$ cat src/rtl/txq_pkg.sv
package txq_pkg;

    localparam int CTL_FLUSH_BIT = 7;
    localparam int CTL_EN_BIT    = 6;
    localparam int FST_EMPTY_BIT = 4;
    localparam int NUM_FLAGS     = 3;
    localparam int FLG_NAK       = 0;
    localparam int FLG_DRAINED   = 1;
    localparam int FLG_OVF       = 2;

    typedef enum logic [1:0] {
        DR_IDLE  = 2'd0,
        DR_OFFER = 2'd1,
        DR_WAIT  = 2'd2
    } drain_st_e;

    typedef struct packed {
        logic ovf;
        logic drained;
        logic nak;
    } flag_ev_t;

    function automatic logic [NUM_FLAGS-1:0] ev_to_vec(flag_ev_t ev);
        logic [NUM_FLAGS-1:0] v;
        v = '0;
        v[FLG_NAK]     = ev.nak;
        v[FLG_DRAINED] = ev.drained;
        v[FLG_OVF]     = ev.ovf;
        return v;
    endfunction

endpackage

$ cat src/rtl/txq_fifo.sv
module txq_fifo #(
    parameter int DW    = 8,
    parameter int DEPTH = 64,
    localparam int AW   = (DEPTH > 1) ? $clog2(DEPTH) : 1,
    localparam int LW   = $clog2(DEPTH + 1)
) (
    input  logic          clk,
    input  logic          rst,
    input  logic          flush,
    input  logic          push,
    input  logic [DW-1:0] push_data,
    input  logic          pop,
    output logic [DW-1:0] head,
    output logic [LW-1:0] level,
    output logic          empty,
    output logic          full
);
    logic [DW-1:0] mem [DEPTH];
    logic [AW-1:0] wr_ptr, rd_ptr;

    function automatic logic [AW-1:0] bump(logic [AW-1:0] p);
        return (p == AW'(DEPTH - 1)) ? '0 : p + 1'b1;
    endfunction

    assign empty = (level == '0);
    assign full  = (level == LW'(DEPTH));
    assign head  = mem[rd_ptr];

    always_ff @(posedge clk) begin
        if (push) begin
            mem[wr_ptr] <= push_data;
        end
    end

    always_ff @(posedge clk) begin
        if (rst || flush) begin
            wr_ptr <= '0;
            rd_ptr <= '0;
            level  <= '0;
        end else begin
            if (push) begin
                wr_ptr <= bump(wr_ptr);
            end
            if (pop) begin
                rd_ptr <= bump(rd_ptr);
            end
            case ({push, pop})
                2'b10:   level <= level + 1'b1;
                2'b01:   level <= level - 1'b1;
                default: level <= level;
            endcase
        end
    end
endmodule

$ cat src/rtl/txq_sequencer.sv
module txq_sequencer
    import txq_pkg::*;
#(
    parameter int DW = 8
) (
    input  logic          clk,
    input  logic          rst,
    input  logic          enable,
    input  logic          flush,
    input  logic          fifo_empty,
    input  logic [DW-1:0] head,
    output logic          pop,
    output logic          tx_valid,
    output logic [DW-1:0] tx_byte,
    input  logic          tx_ready,
    input  logic          res_valid,
    input  logic          res_nak,
    output logic          ev_nak,
    output logic          ev_drained
);
    drain_st_e     st_q, st_d;
    logic          halted_q, halted_d;
    logic [DW-1:0] byte_q;
    logic          got_result;

    assign tx_valid   = (st_q == DR_OFFER);
    assign tx_byte    = byte_q;
    assign pop        = (st_q == DR_IDLE) && enable && !fifo_empty && !halted_q && !flush;
    assign got_result = (st_q == DR_WAIT) && res_valid;
    assign ev_nak     = got_result && res_nak;
    assign ev_drained = got_result && !res_nak && fifo_empty;

    always_comb begin
        st_d     = st_q;
        halted_d = flush ? 1'b0 : halted_q;
        unique case (st_q)
            DR_IDLE:  if (pop) st_d = DR_OFFER;
            DR_OFFER: if (tx_ready) st_d = DR_WAIT;
            DR_WAIT:  if (res_valid) st_d = DR_IDLE;
            default:  st_d = DR_IDLE;
        endcase
        if (ev_nak) begin
            halted_d = 1'b1;
        end
    end

    always_ff @(posedge clk) begin
        if (rst) begin
            st_q     <= DR_IDLE;
            halted_q <= 1'b0;
            byte_q   <= '0;
        end else begin
            st_q     <= st_d;
            halted_q <= halted_d;
            if (pop) begin
                byte_q <= head;
            end
        end
    end
endmodule

$ cat src/rtl/txq_flags.sv
module txq_flags
    import txq_pkg::*;
(
    input  logic                 clk,
    input  logic                 rst,
    input  flag_ev_t             ev,
    input  logic                 clr_we,
    input  logic [NUM_FLAGS-1:0] clr_bits,
    output logic [NUM_FLAGS-1:0] flags
);
    logic [NUM_FLAGS-1:0] set_v;
    assign set_v = ev_to_vec(ev);

    for (genvar i = 0; i < NUM_FLAGS; i++) begin : g_flag
        always_ff @(posedge clk) begin
            if (rst) begin
                flags[i] <= 1'b0;
            end else if (set_v[i]) begin
                flags[i] <= 1'b1;
            end else if (clr_we && clr_bits[i]) begin
                flags[i] <= 1'b0;
            end
        end
    end
endmodule

$ cat src/rtl/i2c_txq_drain.sv
module i2c_txq_drain
    import txq_pkg::*;
#(
    parameter int DW    = 8,
    parameter int DEPTH = 64
) (
    input  logic                         clk,
    input  logic                         rst,
    input  logic                         push_valid,
    input  logic [DW-1:0]                push_data,
    input  logic                         ctl_we,
    input  logic [7:0]                   ctl_wdata,
    input  logic                         clr_we,
    input  logic [7:0]                   clr_mask,
    output logic                         tx_valid,
    output logic [DW-1:0]                tx_byte,
    input  logic                         tx_ready,
    input  logic                         res_valid,
    input  logic                         res_nak,
    output logic [7:0]                   evt_flags,
    output logic [7:0]                   fifo_stat,
    output logic [$clog2(DEPTH+1)-1:0]   fifo_level
);
    localparam int LW = $clog2(DEPTH + 1);

    logic                 en_q;
    logic                 flush;
    logic                 push_try, push_ok;
    logic                 pop;
    logic                 f_empty, f_full;
    logic [DW-1:0]        head;
    logic [LW-1:0]        level;
    logic [NUM_FLAGS-1:0] flags;
    flag_ev_t             ev;
    logic                 ev_nak, ev_drained;
    logic                 ctl_unused;

    assign ctl_unused = ^{ctl_wdata[5:0], clr_mask[7:NUM_FLAGS]};

    assign flush    = ctl_we && ctl_wdata[CTL_FLUSH_BIT];
    assign push_try = push_valid && en_q && !flush;
    assign push_ok  = push_try && !f_full;

    always_ff @(posedge clk) begin
        if (rst) begin
            en_q <= 1'b0;
        end else if (ctl_we) begin
            en_q <= ctl_wdata[CTL_EN_BIT];
        end
    end

    txq_fifo #(.DW(DW), .DEPTH(DEPTH)) u_fifo (
        .clk       (clk),
        .rst       (rst),
        .flush     (flush),
        .push      (push_ok),
        .push_data (push_data),
        .pop       (pop),
        .head      (head),
        .level     (level),
        .empty     (f_empty),
        .full      (f_full)
    );

    txq_sequencer #(.DW(DW)) u_seq (
        .clk        (clk),
        .rst        (rst),
        .enable     (en_q),
        .flush      (flush),
        .fifo_empty (f_empty),
        .head       (head),
        .pop        (pop),
        .tx_valid   (tx_valid),
        .tx_byte    (tx_byte),
        .tx_ready   (tx_ready),
        .res_valid  (res_valid),
        .res_nak    (res_nak),
        .ev_nak     (ev_nak),
        .ev_drained (ev_drained)
    );

    always_comb begin
        ev.nak     = ev_nak;
        ev.drained = ev_drained;
        ev.ovf     = push_try && f_full;
    end

    txq_flags u_flags (
        .clk      (clk),
        .rst      (rst),
        .ev       (ev),
        .clr_we   (clr_we),
        .clr_bits (clr_mask[NUM_FLAGS-1:0]),
        .flags    (flags)
    );

    always_comb begin
        evt_flags = '0;
        evt_flags[NUM_FLAGS-1:0] = flags;
        fifo_stat = '0;
        fifo_stat[FST_EMPTY_BIT] = f_empty;
    end

    assign fifo_level = level;
endmodule

$ cat config.mk
export PLATFORM = sky130hd
export DESIGN_NAME = i2c_txq_drain
export DESIGN_NICKNAME = d
export VERILOG_FILES = /design/src/rtl/txq_pkg.sv /design/src/rtl/txq_fifo.sv /design/src/rtl/txq_sequencer.sv /design/src/rtl/txq_flags.sv /design/src/rtl/i2c_txq_drain.sv
export SDC_FILE = /design/constraint.sdc
export NUM_CORES = 1
export LEC_CHECK = 0
export ABC_AREA = 1
export BUFFER_PORTS_ARGS = -buffer_cell sky130_fd_sc_hd__buf_2
export CORE_UTILIZATION = 62
export DETAILED_ROUTE_END_ITERATION = 6
export HOLD_SLACK_MARGIN = 0.05
export PLACE_DENSITY_LB_ADDON = 0.1
export REMOVE_ABC_BUFFERS = 1
export SYNTH_ARGS = -nofsm -noshare
export SYNTH_HDL_FRONTEND = slang
export SYNTH_SLANG_ARGS = --single-unit
$ cat constraint.sdc
create_clock -name clk -period 8.1 [get_ports clk]
set_clock_uncertainty 0.05 [all_clocks]
set_input_delay 0.405 -clock clk [delete_from_list [all_inputs] [get_ports clk]]
set_output_delay 0.405 -clock clk [all_outputs]
set_load 0.02 [all_outputs]
# Yosys cells after proc, flatten, opt, wreduce, memory -nomap -nowiden
# Memories as Yosys holds them, arrays and structs flattened. A register that Yosys moved wholly into a read port is not among the register bits.
# Cells that the tools add are included.
# op_classes
n_eq_ne	10
n_addsub	4
muxes	17
reduce_logical	30
# ops
cell	n
$logic_and 1x1->1	16
$pmux 7 s2	1
$add 6x1->6 const B	2
$eq 6x6->1 const B	2
$mux 6	2
$mux 1	10
$reduce_bool 2->1	5
$add 7x1->7 const B	1
$eq 7x7->1 const B	1
$logic_not 7->1	1
$sub 7x1->7 const B	1
$mux 2	3
$pmux 2 s3	1
$logic_not 1->1	5
$eq 2x1->1 const B	2
$eq 2x2->1 const B	2
$ne 2x2->1 const B	2
$reduce_and 3->1	1
$logic_not 2->1	1
$ne 2x1->1 const B	1
$logic_or 1x1->1	1
# totals
in_bits	32
n_memories	1
register_bits	26
elab_cells	71
ramBits	512
out_inout_bits	32
# memory_table
memory	depth	width	read_ports	rd_ports_with_merged_regs	wr	line	text
u_fifo.mem	64	8	1	1	1	txq_fifo.sv:18	logic [DW-1:0] mem [DEPTH];

# Depth between registers and ports, before layout
# depth
word_depth	7
depth_mapped	18
ltp_nobuf	17

# Hierarchy
# Synthesis repeated with hierarchy kept, for this count alone.
# hier_totals
cells_unflattened	2091
hier_area_um2	23154.7
# modules_own_cells
module	area_each_um2	seq_area_each_um2	cells_per_inst	n_inst
txq_fifo	22316.4	15875.2	1975	1
txq_sequencer	550.5	220.2	74	1
i2c_txq_drain	175.2	20.0	27	1
txq_flags	112.6	60.1	15	1

# Worst setup path after synthesis
# No wires, ideal clock.
# synth_path
path_type	register to register
startpoint	register u_fifo.level[0]
endpoint	register u_fifo.level[5]
slack_ns	5.432
t_required_ns	7.935
path_buffers	1
setup_ns	0.115
t_arrival_ns	2.502
path_stages_with_launch	19
period_less_slack_ns	2.668
cell_sequence	dfxtp_1 > nor2_1 > nand3_1 > inv_1 > nand3_1 > nand2_1 > inv_1 > buf_2 > ha_1 > ha_1 > nand3_1 > nand3_1 > nand2_1 > nand2_1 > a21o_1 > nand2_1 > nand2_1 > o21ai_0 > inv_1
# synth_via
elab_chain_len	7
elab_cells_between_ends	14
cone_classes	2 x add/sub; 3 x eq/ne; 1 x mux; 8 x reduce/logical
# synth_lines
element	line	text
from (decl)	txq_fifo.sv:14	output logic [LW-1:0] level,
from (signal assigned)	txq_fifo.sv:48	2'b10: level <= level + 1'b1;
from (signal assigned)	txq_fifo.sv:49	2'b01: level <= level - 1'b1;
from (signal assigned)	txq_fifo.sv:50	default: level <= level;
$logic_not 7->1 (*)	txq_fifo.sv:25	assign empty = (level == '0);
$logic_not 1->1 (*)	txq_sequencer.sv:28	assign pop = (st_q == DR_IDLE) && enable && !fifo_empty && !halted_q && !flush;
$logic_and 1x1->1 (*) (3 in a row)	txq_sequencer.sv:28	
net pop	i2c_txq_drain.sv:29	logic pop;
$eq 2x1->1 or $eq 2x2->1 (tied branches)	txq_fifo.sv:47	case ({push, pop})
$pmux 7 s2 or $reduce_bool 2->1 (tied branches)	--	
# The timed path passes the listed nets; every way through them passes the cells marked *.
# A chain may end at the register's enable or synchronous reset.

==> results.ini <==
[global_routing]
grtUsageTotal_pct=28.7
grt_pass1_vias=15200
grt_start_max_net_pins=101
grt_pass1_wl_um=83600
antenna_found_initial=0
grt-ovfl-total=0

[cts]
clk_pin_slew_worst_paths_ns=0.06
cts.sinks=546
h-tree-depth=2
insertion_delay_ns=0.59
cts_buffers=53
clk_path_buf_depth=3
cts_tree=built
cts_setup_buffers=0
clock-root-buffer=clkbuf_16

[power_and_ir_drop]
ir_drop_mv=0.184
comb_power_share_pct=4.8
power_leakage_nw=10.5
power_per_cell_area_nw_per_um2=228
power.share.clock_pct=42.5
p_seq_share_pct=52.6
p_sw_share_pct=21.3
p_sw_mw=1.26
p_int_mw=4.65
finalPower_mw=5.91

[synthesis]
yosysWarnings=0
ys_types=30
synthCells=2358
synth-seq-cells=546
netlist_area_um2=23600
yosysSeqAreaShare_pct=67.9
synth.avg_cell_area_um2=10.0

[sta]
hold_ws_ns=0.0906
hold_violations=0
fin_tns_setup_ns=0
setup_viol=0
fin_ws_ns=3.77
rsz0062_at_grt=false
worst_pin_slew_ns=1.20
fmax_mhz=231
finalCritPeriodShare_pct=53.4
drv_slew=0
slew_headroom_pct=20.0
period_minus_slack_ns=4.33

[route]
ant_nets=0
wl_um=54200
via_per_inst=5.45
wl_per_cell_um=18.5
drt_iter0_drc=1681
dr_total_vias=16000
drt-pass1-iter-count=6
drc=0

[finish]
fillers=2754
utilization_pct=69.0
multi_input_area_um2=5970
finish.net_count=2414
area.growth.synth_to_final_pct=9.71
antennaDiodeCount=0
drive_gt1_share_pct=5.83
ff_latch_area_um2=16100

[worst_setup_path]
crit_type=flip-flop to flip-flop
worstSetupEndpointType=flip-flop
critical_path_arrival_ns=4.80
worst_setup_path_start_kind=flip-flop
crit_path_frequent_cell=nor2_1
cp_slowest_stage_delay_ns=0.98
slowest_stage=buf_4
crit_fanout=100
path_cells=buf_4, buf_4, nor2_1, nor2_1, o21ai_0, nand3_1, nand3_1, nand2_1, nand2_1, nand3_1, nor2_1, nor2_1
crit_required_ns=8.58

[placed_design]
portBuffers=40
dpl.hpwl_um=30100
place_ws_ns=3.92
place.gp.congestion=0.927

[die]
num_rows=71
initial_core_util_pct=62.9
dieHeight_um=197
io_pins=64
core_area_um2=37600
die_x_um=197
dieArea_um2=38900

[run_status]
outcome=completed

[flow_run]
maxCapViolations=0

[hold_path]
min_path_type=input pin to flip-flop

==> cells in the final DEF, fill, tap and decap left out, drive strengths merged, types with 8 or more instances in the layout <==
cell,instances
inv,273
o21ai,71
edfxtp,512
a21oi,30
ha,8
clkinv,31
nand2,760
bufinv,8
clkbuf,65
nor2,254
dfxtp,34
conb,12
dlygate4sd3,11
buf,58
nand3,267
==> worst paths after layout <==
| kind | from | to | slack [ns] | cells past startpoint |
|---|---|---|---|---|
| worst max-delay path | u_fifo.rd_ptr[0] | u_seq.tx_byte[5] | 3.77 | 12 |
| worst min-delay path | clr_we | u_flags.flags[2] | 0.09 | 4 |
| worst max register to register | u_fifo.rd_ptr[0] | u_seq.tx_byte[5] | 3.77 | 12 |
| worst min register to register | u_seq.halted_q | u_seq.halted_q | 0.43 | 2 |
==> power by group through the flow <==
stage	combinational [mW]	sequential (mW)	clock (mW)
finish	0.286	3.11	2.51
CTS	0.284	3.11	2.54
global placement	0.273	3.17	0
global route	0.317	3.11	2.63
detailed placement	0.280	3.17	0
floorplan	0.157	3.18	0
==> critical path, delay by kind of cell (launching register included) <==
| family | cells | cell delay, ns |
|---|---|---|
| AO/OA/AOI/OAI | 1 | 0.10 |
| buffers and inverters | 2 | 1.88 |
| flip-flops | 1 | 0.96 |
| AND/OR/NAND/NOR | 9 | 1.09 |
==> registers in the layout, indices dropped and copies added, names as in the netlist <==
signal / count
u_fifo.rd_ptr: 6
u_fifo.mem: 512
u_seq.st_q: 2
u_fifo.level: 7
u_seq.tx_byte: 8
en_q: 1
u_flags.flags: 3
u_seq.halted_q: 1
u_fifo.wr_ptr: 6
==> cell type report <==
class / instances / area share [%]
multi-input cells: 1424 / 23.0
clock buffers: 65 / 5.45
inverters: 279 / 4.06
clock inverters: 34 / 1.37
flip-flops and latches: 546 / 61.9
repair buffers: 69 / 1.72
well taps: 511 / 2.46
==> synthesized netlist by cell type (all sizes together) <==
cell    count  area (µm²)
nand2     760        2850
nor3        6        30.0
inv       273        1020
clkbuf     33         124
xnor2       1        8.76
a31oi       1        6.26
nand3b      1        7.51
conb        1        3.75
a21oi      30         150
buf        87         492
nand3     267        1350
a21o        1        7.51
xor2        3        26.3
o31ai       1        7.51
dfxtp      34         681
edfxtp    512       15400
clkinv      6        22.5
o21ai      71         355
nand4       6        37.5
nor2      254         956
a211oi      1        7.51
fa          1        20.0
ha          8         100
==> kinds of logic after synthesis <==
group | share of synthesized area (%)
simple gates | 22.1
buf+inv | 7.03
other cells | 0.0159
xor+xnor | 0.148
compound gates | 2.26
flops | 67.9
fa+ha+maj | 0.508
==> through the flow <==
| step | instance area [µm²] | std cells |
|---|---|---|
| after global placement | 24100 | 2818 |
| final | 25900 | 2928 |
| after detailed placement | 24100 | 2818 |
| after CTS | 25900 | 2928 |
| after global routing | 25900 | 2928 |
| after floorplan | 23100 | 2249 |
==> per-layer routing <==
metal	routed length, µm	up-vias	global-route usage [%]
li1	-	7694	-
met1	23100	7550	40.1
met2	25100	592	44.7
met3	4120	121	4.73
met4	2010	0	12.5
met5	0	-	0
==> repair_timing <==
item	4_1_cts	5_1_grt
gates resized for setup	0	0
endpoints found under the hold margin	6	0
hold buffers	11	0
(Power assumes the default switching activity.)
